### src/rtl/rmm_pkg.sv
package rmm_pkg;
    typedef enum logic { OP_MAX = 1'b0, OP_MIN = 1'b1 } rmm_op_e;
    typedef enum logic { ST_FILL = 1'b0, ST_RUN = 1'b1 } rmm_fill_e;
endpackage

### src/rtl/rmm_delay.sv
module rmm_delay #(
    parameter int W     = 8,
    parameter int DEPTH = 1
) (
    input  logic         clk,
    input  logic         rst,
    input  logic         en,
    input  logic [W-1:0] din,
    output logic [W-1:0] tap
);
    logic [W-1:0] regs [DEPTH];

    always_ff @(posedge clk) begin
        if (rst) begin
            for (int i = 0; i < DEPTH; i++) regs[i] <= '0;
        end else if (en) begin
            regs[0] <= din;
            for (int i = 1; i < DEPTH; i++) regs[i] <= regs[i-1];
        end
    end

    assign tap = regs[DEPTH-1];
endmodule

### src/rtl/rmm_cmpsel.sv
module rmm_cmpsel
    import rmm_pkg::*;
#(
    parameter int W            = 8,
    parameter bit MIN_VIA_BIAS = 1'b0
) (
    input  rmm_op_e      op,
    input  logic [W-1:0] a,
    input  logic [W-1:0] b,
    output logic [W-1:0] y
);
    generate
        if (MIN_VIA_BIAS) begin : g_bias
            logic [W-1:0] ca, cb, mx;
            always_comb begin
                ca = (op == OP_MIN) ? ~a : a;
                cb = (op == OP_MIN) ? ~b : b;
                mx = (ca >= cb) ? ca : cb;
                y  = (op == OP_MIN) ? ~mx : mx;
            end
        end else begin : g_direct
            always_comb begin
                if (op == OP_MIN) y = (a <= b) ? a : b;
                else              y = (a >= b) ? a : b;
            end
        end
    endgenerate
endmodule

### src/rtl/rmm_stage.sv
module rmm_stage
    import rmm_pkg::*;
#(
    parameter int W            = 8,
    parameter int DELAY        = 1,
    parameter bit MIN_VIA_BIAS = 1'b0
) (
    input  logic         clk,
    input  logic         rst,
    input  rmm_op_e      op,
    input  logic         in_v,
    input  logic [W-1:0] in_d,
    output logic         out_v,
    output logic [W-1:0] out_d
);
    logic [W-1:0] tap, sel;

    rmm_delay #(.W(W), .DEPTH(DELAY)) u_dly (
        .clk(clk), .rst(rst), .en(in_v), .din(in_d), .tap(tap)
    );

    rmm_cmpsel #(.W(W), .MIN_VIA_BIAS(MIN_VIA_BIAS)) u_cs (
        .op(op), .a(in_d), .b(tap), .y(sel)
    );

    always_ff @(posedge clk) begin
        if (rst) begin
            out_v <= 1'b0;
            out_d <= '0;
        end else begin
            out_v <= in_v;
            if (in_v) out_d <= sel;
        end
    end

    // a max stage result is not below either operand
    a_r7_max_covers: assert property (@(posedge clk) disable iff (rst)
        (in_v && op == OP_MAX) |=> (out_d >= $past(in_d) && out_d >= $past(tap)));

    // a min stage result is not above either operand
    a_r7_min_covers: assert property (@(posedge clk) disable iff (rst)
        (in_v && op == OP_MIN) |=> (out_d <= $past(in_d) && out_d <= $past(tap)));

    // an idle cycle leaves the stage result untouched
    a_r5_idle_holds: assert property (@(posedge clk) disable iff (rst)
        !in_v |=> ($stable(out_d) && !out_v));

    // the delay tap moves only when a sample is accepted
    a_r5_tap_frozen: assert property (@(posedge clk) disable iff (rst)
        !in_v |=> $stable(tap));
endmodule

### src/rtl/rmm_fill_ctrl.sv
module rmm_fill_ctrl
    import rmm_pkg::*;
#(
    parameter int N = 8
) (
    input  logic clk,
    input  logic rst,
    input  logic res_v,
    output logic out_valid
);
    localparam int CW = (N > 2) ? $clog2(N) : 1;
    localparam logic [CW-1:0] LAST = CW'(N - 1);

    rmm_fill_e      state, state_nx;
    logic [CW-1:0]  cnt, cnt_nx;

    always_ff @(posedge clk) begin
        if (rst) begin
            state <= ST_FILL;
            cnt   <= '0;
        end else begin
            state <= state_nx;
            cnt   <= cnt_nx;
        end
    end

    always_comb begin
        state_nx = state;
        cnt_nx   = cnt;
        unique case (state)
            ST_FILL: begin
                if (res_v) begin
                    if (cnt == LAST) state_nx = ST_RUN;
                    else             cnt_nx   = cnt + 1'b1;
                end
            end
            ST_RUN: state_nx = ST_RUN;
            default: state_nx = ST_FILL;
        endcase
    end

    always_comb begin
        unique case (state)
            ST_FILL: out_valid = res_v && (cnt == LAST);
            ST_RUN:  out_valid = res_v;
            default: out_valid = 1'b0;
        endcase
    end

    // once the window is full the gate stays open until reset
    a_r4_run_sticky: assert property (@(posedge clk) disable iff (rst)
        state == ST_RUN |=> state == ST_RUN);

    // the fill count never passes the last warm-up position
    a_r4_cnt_bound: assert property (@(posedge clk) disable iff (rst)
        cnt <= LAST);

    // leaving FILL happens only on the result that completes the window
    a_r4_full_on_result: assert property (@(posedge clk) disable iff (rst)
        (state == ST_FILL && !res_v) |=> state == ST_FILL);
endmodule

### src/rtl/rmm_filter.sv
module rmm_filter
    import rmm_pkg::*;
#(
    parameter int W            = 8,
    parameter int N            = 8,
    parameter bit MIN_VIA_BIAS = 1'b0
) (
    input  logic         clk,
    input  logic         rst,
    input  logic         mode,
    input  logic         in_valid,
    input  logic [W-1:0] in_data,
    output logic         out_valid,
    output logic [W-1:0] out_data
);
    localparam int K = $clog2(N);

    rmm_op_e      op;
    logic [W-1:0] sd [K+1];
    logic         sv [K+1];

    assign op    = rmm_op_e'(mode);
    assign sd[0] = in_data;
    assign sv[0] = in_valid;

    generate
        for (genvar j = 0; j < K; j++) begin : g_stage
            rmm_stage #(
                .W(W), .DELAY(1 << j), .MIN_VIA_BIAS(MIN_VIA_BIAS)
            ) u_stage (
                .clk(clk), .rst(rst), .op(op),
                .in_v(sv[j]), .in_d(sd[j]),
                .out_v(sv[j+1]), .out_d(sd[j+1])
            );
        end
    endgenerate

    rmm_fill_ctrl #(.N(N)) u_fill (
        .clk(clk), .rst(rst), .res_v(sv[K]), .out_valid(out_valid)
    );

    assign out_data = sd[K];

    // a strobed result always comes from a result leaving the last stage
    a_r3_valid_from_pipe: assert property (@(posedge clk) disable iff (rst)
        out_valid |-> sv[K]);

    // the cycle after reset shows an empty, silent pipeline
    a_r6_reset_clean: assert property (@(posedge clk)
        rst |=> (!out_valid && out_data == '0));
endmodule

### config.mk
export PLATFORM = sky130hd
export DESIGN_NAME = rmm_filter
export DESIGN_NICKNAME = d
export VERILOG_FILES = /design/src/rtl/rmm_pkg.sv /design/src/rtl/rmm_delay.sv /design/src/rtl/rmm_cmpsel.sv /design/src/rtl/rmm_stage.sv /design/src/rtl/rmm_fill_ctrl.sv /design/src/rtl/rmm_filter.sv
export SDC_FILE = /design/constraint.sdc
export NUM_CORES = 1
export LEC_CHECK = 0
export ABC_CLOCK_PERIOD_IN_PS = 4830
export BUFFER_PORTS_ARGS = -buffer_cell sky130_fd_sc_hd__buf_2
export CAP_MARGIN = 20
export CORE_AREA = 4 4 98 100
export DETAILED_ROUTE_END_ITERATION = 12
export DIE_AREA = 0 0 102 104
export PLACE_DENSITY_LB_ADDON = 0.2
export SYNTH_ARGS = -nofsm -noshare
export SYNTH_HDL_FRONTEND = slang
export SYNTH_SLANG_ARGS = --single-unit
### constraint.sdc
create_clock -name clk -period 4.83 [get_ports clk]
set_input_delay 0.483 -clock clk [delete_from_list [all_inputs] [get_ports clk]]
set_output_delay 0.483 -clock clk [all_outputs]
set_load 0.01 [all_outputs]
==> metrics.cfg <==
[run_status]
status = complete, no violations

[timing]
fin_worst_skew_ps = 11.28
fmax_ghz = 0.4017
final_max_slew_viol_count = 0
relSlewSlack_pct = 48.89
fin_setup_tns_ps = 0
postLayoutSetupSlackWorst_ps = 2341
rsz0062_at_grt = false
finalHoldViolCount = 0
min_period_over_period_pct = 51.54
period_needed_ps = 2489
setup_viol = 0
tightest_slew_ps = 764.7

[worst_setup_path]
r2r-start = g_stage[2].u_stage.u_dly.regs[3][6]$_SDFFCE_PN0P_
cp-start-kind = flop
r2r_slack_ps = 2340
arrival_ps = 2740
path_class = reg2reg
cp-startpoint = g_stage[2].u_stage.u_dly.regs[3][6]$_SDFFCE_PN0P_
r2r-end = g_stage[2].u_stage.out_d[6]$_SDFFE_PP0P_
path_max_fanout = 10
r2r_cells = 7
crit_required_ps = 5080
cp-end-kind = flop

[route]
vias = 2908
drc = 0
via_per_inst = 5.518
dr.pass1.iters = 4
post_drt_wl_per_cell_um = 15.70
drtIter0Drc = 133
totalWireLength_mm = 8.274
ant_nets = 0

[worst_hold_path]
min_path_cells = 3
hold_start = in_data[4]
hp-class = in2reg
whs_endpoint = g_stage[0].u_stage.out_d[4]$_SDFFE_PP0P_

[yosys]
syn_area_per_cell_um2 = 10.82
syn_inst = 399
synth_cell_types = 41
yosys_warnings = 0
syn-num-nets = 437
syn_area_um2 = 4315
ys_ff_latch = 87
ys_seq_area_share_pct = 53.35

[power_and_ir_drop]
p_total_w = 0.001640
vdd_ir_drop_max_uv = 172.9
p_per_area_nw_per_um2 = 347.0
leakage_nw = 2.052

[grt]
grt_pass1_vias = 2876
overflow = 0
grt_antenna_before_repair = 0
grt_start_max_net_pins = 41
grt_pass1_wl_mm = 14.12
track_usage_pct = 16.91

[floorplan]
start_util_pct = 49.73
coreArea_um2 = 8678
ios = 21
fp-row-count = 34
die_h_um = 104
die_width_um = 102
die_area_um2 = 10610

[cts]
cts_hold_buf = 0
numCtsBuffers = 9
post_cts_resize_count = 0
cts_tree = built
cts_setup_buffers = 0
htreeDepth = 3
cts.path.max_buffers = 2
cts_root_buf = clkbuf_8
insertion_delay_ps = 360
cts.reportedPaths.clkPinSlew_ps = 90
clock-sinks = 87

[run]
cap_violations = 0

[cells_and_area]
nNetsFinal = 452
fin_cells = 527
final_layout_size_suffix_gt1_share_pct = 10.98
num_antenna_cells = 0
syn2layout_area_growth_pct = 9.539

[place]
post-place-ws_ps = 2268
io_buffers = 20
dp_hpwl_mm = 5.774
place_inst = 511
place_congestion = 0.8689

-- sequential cells by signal, indices dropped and copies added, names as in the netlist --
register	count
g_stage.u_stage.u_dly.regs	56
g_stage.u_stage.out_d	24
g_stage.u_stage.out_v	3
u_fill.cnt	3
u_fill.state	1
-- worst max-delay path by stage --
stage	endpoint	slack, ps	depth (start not counted)
3_5_place_dp	g_stage[0].u_stage.out_d[5]$_SDFFE_PP0P_	2270	7
6_report	g_stage[2].u_stage.out_d[6]$_SDFFE_PP0P_	2340	7
5_1_grt	g_stage[2].u_stage.out_d[6]$_SDFFE_PP0P_	2180	7
2_1_floorplan	g_stage[2].u_stage.out_d[0]$_SDFFE_PP0P_	2490	9
3_3_place_gp	g_stage[0].u_stage.out_d[5]$_SDFFE_PP0P_	2300	7
4_1_cts	g_stage[2].u_stage.out_d[6]$_SDFFE_PP0P_	2340	7
-- stage by stage --
stage | hold slack (ps) | area, um^2 | util, %
3_3_place_gp | 474.2 | 4468 | 51.49
4_1_cts | 383.3 | 4727 | 54.47
2_1_floorplan | 461.1 | 4315 | -
3_5_place_dp | 496.8 | 4496 | 51.80
5_1_grt | 381.6 | 4727 | 54.47
6_report | 398.9 | 4727 | 54.47
-- placed cells by master (no fill, tap or decap), types with 3 or more instances in the layout --
cell,netlist,layout
a211o_1,9,9
a21o_1,3,3
a21oi_1,12,12
a311o_1,8,8
a31oi_1,15,15
and2_1,64,64
buf_2,5,20
clkbuf_8,0,11
dfxtp_1,31,31
edfxtp_1,56,56
ha_1,26,26
inv_1,41,41
nand2_1,11,11
nand2b_1,6,6
nand4_1,5,5
nor2_1,32,32
nor2b_1,4,3
nor4_1,9,9
o211ai_1,15,15
o21a_1,3,3
o21ai_0,4,4
o41ai_1,7,7
-- where the power goes --
group,internal (W),switching [W],total (W)
logic,0.0000747,0.000135,0.000210
registers,0.000833,0.0000215,0.000855
clock network,0.000322,0.000254,0.000576
total,0.00123,0.000411,0.00164
-- cell usage after synthesis --
cell	count	area, um^2
a311o_1	8	80.08
edfxtp_1	56	1682
nor2b_1	4	25.02
o211ai_2	1	12.51
nor4b_2	1	15.01
ha_1	26	325.3
nand3_1	1	5.000
a31o_1	1	8.760
buf_6	3	33.78
nor2_1	32	120.1
a2111o_1	1	11.26
buf_2	5	25.02
a31oi_1	15	93.84
o22a_1	1	8.760
nor3b_1	1	7.510
and3_1	1	6.260
dfxtp_1	31	620.6
nand4_1	5	31.28
or4_1	1	7.510
and4_4	1	11.26
nor4_1	9	56.30
o211ai_1	15	112.6
inv_1	41	153.9
nand4b_1	1	8.760
mux2i_1	2	20.02
clkbuf_1	11	41.29
o41ai_1	7	61.31
a21o_1	3	22.52
o21a_1	3	22.52
a211o_1	9	78.83
or4_4	1	11.26
a21boi_1	1	7.510
o21ai_0	4	20.02
xnor2_1	1	8.760
and2_1	64	400.4
or2_2	1	6.260
nand2_1	11	41.29
nand2b_1	6	37.54
inv_2	1	3.750
nor3_2	1	10.01
a21oi_1	12	60.06
-- critical path: stages, from the launching register on --
cell and delay, ps:
edfxtp_1 410, inv_1 60, ha_1 290, nand2_1 80
o211ai_2 420, nor3_2 170, or4_4 620, a211o_1 310
-- final cells by class --
class	instances	area, um^2
clock buffer	12	155.1
timing repair buffer	23	142.6
tap	108	135.1
fill	766	3951
inverter	42	157.7
sequential	87	2302
clock inverter	4	76.32
multi-input combinational	251	1758
-- layer usage --
metal,up-vias,routed length [um],track usage (%)
met5,-,0,0
met1,1380,3966,23.53
li1,1468,-,-
met2,49,3876,25.95
met3,11,310,3.756
met4,0,119,5.623
-- kinds of logic (layout without fill, tap and decap cells) --
family	Yosys count	count (layout)	synth area share, %
AO/OA/AOI/OAI	81	81	13.92
XOR/XNOR	1	1	0.2030
adder cells (fa/ha/maj)	26	26	7.538
buffers and inverters	61	81	5.973
flip-flops	87	87	53.35
multiplexers	2	2	0.4639
AND/OR/NAND/NOR	141	141	18.56
No activity file was read; power rests on OpenSTA's default activity.
